**config.mk**
```make
export PLATFORM = sky130hd
export DESIGN_NAME = romck_verifier
export DESIGN_NICKNAME = d
export VERILOG_FILES = /design/src/rtl/romck_pkg.sv /design/src/rtl/romck_store.sv /design/src/rtl/romck_accum.sv /design/src/rtl/romck_verifier.sv
export SDC_FILE = /design/constraint.sdc
export NUM_CORES = 1
export LEC_CHECK = 0
export ABC_AREA = 0
export BUFFER_PORTS_ARGS = -buffer_cell sky130_fd_sc_hd__buf_2
export CELL_PAD_IN_SITES_DETAIL_PLACEMENT = 0
export CELL_PAD_IN_SITES_GLOBAL_PLACEMENT = 1
export CORE_MARGIN = 2
export CORE_UTILIZATION = 56
export CTS_CLUSTER_DIAMETER = 100
export DETAILED_ROUTE_END_ITERATION = 8
export GPL_ROUTABILITY_DRIVEN = 0
export PLACE_DENSITY = 0.78
export SYNTH_ARGS = -nofsm -noshare
export SYNTH_HDL_FRONTEND = slang
export SYNTH_HIERARCHICAL = 1
export SYNTH_SLANG_ARGS = --single-unit
```
**constraint.sdc**
```tcl
create_clock -name clk -period 6.4 [get_ports clk]
set_clock_uncertainty 0.2 [all_clocks]
set_input_delay 0.32 -clock clk [delete_from_list [all_inputs] [get_ports clk]]
set_output_delay 0.32 -clock clk [all_outputs]
set_load 0.03 [all_outputs]
```
**src/rtl/romck_pkg.sv**
```systemverilog
package romck_pkg;
  localparam int SECT_N = 8;
  localparam int ADDR_W = 7;
  localparam int DATA_W = 8;

  // Address of the checksum byte closing section s; behaviour depends on it.
  function automatic logic [ADDR_W-1:0] sect_end(input int unsigned s);
    case (s)
      0:       return 7'h0D;
      1:       return 7'h15;
      2:       return 7'h24;
      3:       return 7'h31;
      4:       return 7'h37;
      5:       return 7'h6F;
      6:       return 7'h73;
      default: return 7'h7F;
    endcase
  endfunction
endpackage

```
**src/rtl/romck_store.sv**
```systemverilog
module romck_store #(
  parameter int AW = 7,
  parameter int DW = 8
) (
  input  logic          clk,
  input  logic          we,
  input  logic [AW-1:0] waddr,
  input  logic [DW-1:0] wdata,
  input  logic [AW-1:0] raddr,
  output logic [DW-1:0] rdata
);
  localparam int DEPTH = 2 ** AW;
  logic [DW-1:0] mem [DEPTH];

  always_ff @(posedge clk) begin
    if (we) mem[waddr] <= wdata;
  end

  assign rdata = mem[raddr];
endmodule

```
**src/rtl/romck_accum.sv**
```systemverilog
module romck_accum #(
  parameter int DW = 8
) (
  input  logic          clk,
  input  logic          rst,
  input  logic          clr,
  input  logic          en,
  input  logic          is_chk,
  input  logic [DW-1:0] din,
  output logic [DW-1:0] ck_byte,
  output logic          match
);
  logic [DW-1:0] acc;
  logic [DW-1:0] total;

  assign ck_byte = ~acc + 1'b1;
  assign match   = (ck_byte == din);
  assign total   = acc + din;

  always_ff @(posedge clk) begin
    if (rst || clr)  acc <= '0;
    else if (en)     acc <= is_chk ? '0 : total;
  end

  // negate-and-compare agrees with sum-to-zero
  a_r4_methods_agree: assert property (@(posedge clk) disable iff (rst)
    (en && is_chk) |-> (match == (total == '0)));
endmodule

```
**src/rtl/romck_verifier.sv**
```systemverilog
module romck_verifier
  import romck_pkg::*;
#(
  parameter int NSECT = SECT_N,
  parameter int AW    = ADDR_W,
  parameter int DW    = DATA_W
) (
  input  logic             clk,
  input  logic             rst,
  input  logic             start,
  input  logic             gen_mode,
  input  logic             ld_valid,
  output logic             ld_ready,
  input  logic [AW-1:0]    ld_addr,
  input  logic [DW-1:0]    ld_data,
  output logic             gen_valid,
  input  logic             gen_ready,
  output logic [$clog2(NSECT)-1:0] gen_sect,
  output logic [DW-1:0]    gen_byte,
  output logic             busy,
  output logic             done,
  output logic [NSECT-1:0] sect_pass,
  output logic             all_pass
);
  localparam int SW = $clog2(NSECT);
  localparam logic [AW-1:0] LAST = AW'(2 ** AW - 1);

  typedef enum logic {ST_IDLE, ST_RUN} st_t;
  st_t st;

  logic [AW-1:0]    addr;
  logic [SW-1:0]    sect;
  logic [NSECT-1:0] pass_r;
  logic             done_r, res_v, gen_q;
  logic [DW-1:0]    rd_byte, ck_byte;
  logic             match, at_chk, stall, step, go;

  assign go       = (st == ST_IDLE) && start;
  assign ld_ready = (st == ST_IDLE);
  assign at_chk   = (st == ST_RUN) && (addr == sect_end(int'(sect)));
  assign stall    = gen_q && at_chk && !gen_ready;
  assign step     = (st == ST_RUN) && !stall;

  romck_store #(.AW(AW), .DW(DW)) u_store (
    .clk(clk), .we(ld_valid && ld_ready), .waddr(ld_addr), .wdata(ld_data),
    .raddr(addr), .rdata(rd_byte)
  );

  romck_accum #(.DW(DW)) u_accum (
    .clk(clk), .rst(rst), .clr(go), .en(step), .is_chk(at_chk),
    .din(rd_byte), .ck_byte(ck_byte), .match(match)
  );

  always_ff @(posedge clk) begin
    if (rst) begin
      st <= ST_IDLE; addr <= '0; sect <= '0; pass_r <= '0;
      done_r <= 1'b0; res_v <= 1'b0; gen_q <= 1'b0;
    end else begin
      done_r <= 1'b0;
      case (st)
        ST_IDLE: if (start) begin
          st <= ST_RUN; addr <= '0; sect <= '0; pass_r <= '0;
          res_v <= 1'b0; gen_q <= gen_mode;
        end
        ST_RUN: if (step) begin
          addr <= addr + 1'b1;
          if (at_chk) begin
            pass_r[sect] <= match;
            sect <= SW'(sect + 1'b1);
          end
          if (addr == LAST) begin
            st <= ST_IDLE; done_r <= 1'b1; res_v <= 1'b1;
          end
        end
        default: st <= ST_IDLE;
      endcase
    end
  end

  assign busy      = (st == ST_RUN);
  assign done      = done_r;
  assign sect_pass = pass_r;
  assign all_pass  = res_v && (&pass_r);
  assign gen_valid = gen_q && at_chk;
  assign gen_sect  = sect;
  assign gen_byte  = ck_byte;

  // done lasts one cycle
  a_r5_done_single: assert property (@(posedge clk) disable iff (rst)
    done |=> !done);
  // offered checksum held while stalled
  a_r9_gen_hold: assert property (@(posedge clk) disable iff (rst)
    (gen_valid && !gen_ready) |=> (gen_valid && $stable(gen_byte) && $stable(gen_sect)));
  // overall flag tracks section flags at completion
  a_r3_all_on_done: assert property (@(posedge clk) disable iff (rst)
    done |-> (all_pass == (&sect_pass)));
  // reset clears status
  a_r7_reset_clears: assert property (@(posedge clk)
    rst |=> (!busy && !done && sect_pass == '0 && !all_pass));
  // generate stream only during a walk
  a_r10_gen_in_walk: assert property (@(posedge clk) disable iff (rst)
    gen_valid |-> busy);
endmodule

```
* Word level (Yosys, flattened, before mapping)
Memory sizes are Yosys's and may differ from the RTL's. A register that Yosys moved wholly into a read port is not among the register bits.
Cells that the tools add are included.
** Word-level totals
- Input port bits :: 21
- Output and inout port bits :: 24
- Memories :: 1
- Word-level logic and storage cells :: 78
- Register bits after elaboration :: 30
- Bits in writable memories :: 1024
** Operators by class
- Multiplexer cells :: 29
- Equal/unequal tests :: 13
- Add/sub/neg operators :: 4
- Reductions and logical operators :: 18
- Magnitude comparators :: 2
- Bitwise operators :: 3
** Memory list
- u_store.mem :: depth 128, bits a word 8, read ports 1, clocked after memory_dff 1, wr ports 1, line romck_store.sv:13 : logic [DW-1:0] mem [DEPTH];
** Operator list (number)
- $pmux W7 S7 :: 1
- $mux W8 :: 4
- $mux W7 :: 4
- $pmux W8 S2 :: 1
- $pmux W7 S2 :: 1
- $mux W1 :: 10
- $eq A3 B3 Y1 const B :: 3
- $mux W3 :: 3
- $add A8 B1 Y8 const B :: 1
- $add A8 B8 Y8 :: 1
- $bwmux W8 :: 1
- $eq A8 B8 Y1 :: 1
- $logic_and A1 B1 Y1 :: 8
- $not A8 Y8 :: 1
- $reduce_and A8 Y1 :: 1
- $add A7 B1 Y7 const B :: 1
- $eq A7 B7 Y1 :: 1
- $eq A7 B7 Y1 const B :: 1
- $eq A3 B2 Y1 const B :: 2
- $ne A2 B1 Y1 const B :: 3
- $pmux W3 S2 :: 1
- $reduce_and A3 Y1 :: 2
- $lt A3 B4 Y1 const B :: 1
- $pmux W1 S2 :: 2
- other kinds (11) :: 14

* Longest topological paths before layout
- Depth in word-level cells :: 12
- Gate-level depth with buffers :: 15
- Mapped depth without buffers :: 12

* By module
Netlist, hierarchy kept.
** Modules (own cells, without submodules)
- romck_store :: area each 39505.4 µm², times used 1, sequential area each 30749.5 µm², cells an instance 1627
- romck_verifier :: area each 1390.1 µm², times used 1, sequential area each 440.4 µm², cells an instance 173
- romck_accum :: area each 893.4 µm², times used 1, sequential area each 160.2 µm², cells an instance 111

* Worst setup path before layout
No wires, ideal clock.
- Kind :: register to register
- From :: register addr[0]
- To :: register pass_r[6] (netlist: sect_pass[6])
- Slack :: 1.684 ns
- Data arrival time :: 4.447 ns
- Clock period less this slack :: 4.716 ns
- Data required time :: 6.131 ns
- Cell stages (with the launch flop) :: 13
- Cell sequence :: dfxtp_1 -> clkbuf_1 -> buf_1 -> mux4_2 -> mux4_2 -> mux4_2 -> mux2_2 -> ha_1 -> or4_4 -> nor4_2 -> inv_1 -> or3_4 -> o21ai_1
** Between the ends
- Word-level cells in the longest chain between the ends :: 8
- Elaborated cells on any way between the ends :: 9
- Classes of those cells :: eq/ne: 3; reduce/logical: 6
** Ends and longest elaborated chain
- start: declaration :: line romck_verifier.sv:31 : logic [AW-1:0] addr;
- start signal: assignment :: line romck_verifier.sv:66 : addr <= addr + 1'b1;
- $eq A7 B7 Y1 * :: line romck_verifier.sv:40 : assign at_chk = (st == ST_RUN) && (addr == sect_end(int'(sect)));
- $logic_and A1 B1 Y1 * :: line romck_verifier.sv:40
- $logic_and A1 B1 Y1 (2 in series) :: line romck_verifier.sv:41 : assign stall = gen_q && at_chk && !gen_ready;
- $logic_not A1 Y1 :: line romck_verifier.sv:42 : assign step = (st == ST_RUN) && !stall;
- $logic_and A1 B1 Y1 :: line romck_verifier.sv:42
- $ne A2 B1 Y1 (no source line)
- $reduce_and A3 Y1 (no source line) *
- end signal: indexed assignment :: line romck_verifier.sv:68 : pass_r[sect] <= match;
- end: declaration :: line romck_verifier.sv:33 : logic [NSECT-1:0] pass_r;
Every way passes the cells marked *; elsewhere a longest branch is shown, timed or not.
A chain may end at the register's enable or synchronous reset.

* Worst setup path in the final report
- From :: register addr[0]
- To :: register pass_r[3] (netlist: sect_pass[3])
The elaborated chain is that of the path after synthesis.

==> results.cfg <==
[detailed_routing]
detail_route.iter0.violations = 2372
avgRoutedWirePerCell_um = 30.1
drt-vias-per-instance = 6.49
route.vias.total = 19900
route.final.wire_length_mm = 92.2
first_pass_iters = 6
antenna_left = 0
drc_errors = 0

[timing]
timing.final.hold_violations = 0
finalWorstPathRequiredPeriod_ns = 5.44
worst_pin_slew_ns = 1.19
maxClockFrequency_mhz = 184
finalCritPeriodShare_pct = 85.0
finalSetupViolCount = 0
rsz0062_at_grt = no
maxSlewViolCount = 0
fin_tns_setup_ns = 0
max-slew-margin-rel_pct = 20.9

[floorplan]
die_y_um = 277
core_area_um2 = 74200
fp-row-count = 100
ioPinCount = 45
die-area_um2 = 76800
die_w_um = 277
floorplan.initialDensity_pct = 56.3

[clock_tree]
cts_htree_levels = 3
cts.sink_count = 1054
clock_insertion_delay_worst_skew_ns = 0.66
cts-buffers-inserted = 103
tritoncts = done
worst_case_clock_buffer_depth = 3
ctsRootBufferMaster = clkbuf_16
cts_clock_pin_slew_for_the_worst_setup_and_hold_paths_ns = 0.06

[synthesis]
area_contributors_post_synth = edfxtp_1 (74%), mux4_2 (18%), dfxtp_1 (1.4%)
netlist_instances = 1911
synth_warnings = 6
synth_area_um2 = 41800
yosysTopAreaCellShare_pct = 73.6
ys_ff_latch = 1054
postSynthAreaPerCell_um2 = 21.9
fraction_of_the_yosys_area_taken_by_sequential_cells_pct = 75.0
synth_nets = 1947
post-synth-top-area-cell = edfxtp_1
count_of_unique_library_cells_instantiated_by_yosys = 63
count_of_flip_flops_with_a_built_in_enable_after_synthesis = 1024
dominantRegCellSynth = edfxtp_1
async_reset_ff_share_pct = 0

[setup_path]
path_class = register to register
regToRegSetupSlack_ns = 0.96
critical_path_arrival_ns = 5.83
reg2regPathDepth = 11
timing.critical_path.fanout_max = 61
worstReg2RegStart = addr[0]
setup.worst_path.end_class = register
critical_path_required_time_ns = 6.79
rr_endpoint = sect_pass[3]
critPathLaunchType = register

[worst_hold_path]
timing.hold.worst.start = ld_data[5]
hold_end = u_store/mem[61][5]
holdPathStages = 1
min-delay-path-class = primary input to register

[final_layout]
layout.cells.most_common = edfxtp_1
layout_common_cells = edfxtp_1 (1,024), mux4_2 (336), nor2_1 (142), clkbuf_16 (108), nand2_1 (37)
flow.area_growth_from_synthesis_pct = 11.9
finish.net_count = 2042
layout-drive-gt1-share_pct = 28.8
finish.cell_count_without_fillers = 3065

[power]
worst_ir_drop_vdd_v = 0.000210
p_leak_nw = 14.0
power_density_nw_per_um2 = 304

[grt]
gr-usage-all-layers_pct = 24.7
initial_antenna_violation_count = 6
vias_in_the_first_global_route = 20200
grt_first_pass_wirelength_mm = 138
grt_start_max_net_pins = 129
grt_remaining_overflow = 0

[place]
post-place-cells = 2858
detailedPlacementHpwl_mm = 56.6
placement.io_buffers = 44

[status]
outcome = completed

[job]
max-cap-violations = 0
how the worst max path moves through the flow:
stage                     startpoint      endpoint  depth (start not counted)
final                        addr[0]  sect_pass[3]                         11
after global placement       addr[0]  sect_pass[3]                         11
after detailed placement     addr[0]  sect_pass[3]                         11
after global routing         addr[0]  sect_pass[3]                         11
after floorplan              addr[0]  sect_pass[6]                         12
after CTS                    addr[0]  sect_pass[3]                         11
power breakdown:
group	internal (W)	total, W	leakage [nW]	switching (W)
clock	0.00342	0.00594	1.62	0.00252
sequential	0.00758	0.00761	9.45	0.0000249
combinational	0.000282	0.000660	2.93	0.000378
metrics by stage:
stage | util [%] | hold WS (ns) | worst slack [ns] | power [W] | instance area, um^2
floorplan | - | 0.219 | 1.68 | 0.00816 | 41800
global route | 63.0 | 0.0504 | 0.720 | 0.0146 | 46700
global placement | 58.3 | 0.256 | 1.00 | 0.00840 | 43300
detailed placement | 58.3 | 0.281 | 0.967 | 0.00841 | 43300
finish | 63.0 | 0.0201 | 0.963 | 0.0142 | 46700
CTS | 63.0 | 0.00988 | 0.937 | 0.0143 | 46700
routing by layer:
layer	vias to the layer above	GRT usage (%)	part of all wire, %
met5	-	0	0
met4	0	7.07	2.2
met3	118	3.67	7.4
met2	885	39.0	49
met1	10600	36.6	41
li1	8245	-	-
what timing repair did:
| action | 4_1_cts | 5_1_grt |
|---|---|---|
| hold buffers | 12 | 0 |
| hold endpoints to repair | 209 | 0 |
| resized for setup | 0 | 0 |
| setup buffers | 0 | 0 |
cells in the mapped netlist (5+ instances only):
cell type	number
nor3_1	19
dfxtp_1	30
nor2_1	142
buf_4	13
mux4_2	336
nand3_1	25
nor2b_1	11
a31oi_1	9
o31ai_1	5
ha_1	14
nand3b_1	5
o21ai_0	17
buf_2	17
xor2_1	10
inv_1	10
edfxtp_1	1024
nand2b_1	8
nand2_1	37
a21oi_1	12
clkbuf_1	54
buf_1	18
or3_1	5
xnor2_1	10
nand4_1	5
mux2_2	8
cell type report:
type | instances | area (um^2)
inverters | 10 | 37.5
repair buffers | 95 | 828
diodes | 2 | 5.00
clock inverters | 74 | 597
clock buffers | 119 | 2740
fillers | 4862 | 27500
flip-flops and latches | 1054 | 31400
multi-input cells | 742 | 9950
well taps | 969 | 1210
sequential cells by signal, indices dropped and copies added (netlist names):
name	cells
busy	1
done	1
gen_sect	3
sect_pass	8
u_store/mem	1024
res_v	1
u_accum/acc	8
addr	7
gen_q	1
logic make-up (layout without fill, tap and decap cells):
family / after synthesis / in the layout / share of synthesized area (%)
fa+ha+maj: 15 / 15 / 0.467
buf+inv: 115 / 298 / 1.25
xor+xnor: 20 / 20 / 0.419
simple gates: 286 / 286 / 3.30
mux: 348 / 348 / 18.4
compound gates: 73 / 73 / 1.12
flops: 1054 / 1054 / 75.0
other cells: 0 / 2 / 0
worst max-delay path: stages, from the launching register on:
cell and delay, ns:
dfxtp_4 0.79, buf_12 0.47, mux4_2 0.58, mux4_2 0.50, mux4_2 0.51, mux2_2 0.33, ha_1 0.33, or4_4 0.55
nor4_2 0.42, inv_1 0.07, or3_4 0.39, o21ai_1 0.15
No activity file was read; power rests on OpenSTA's default activity.
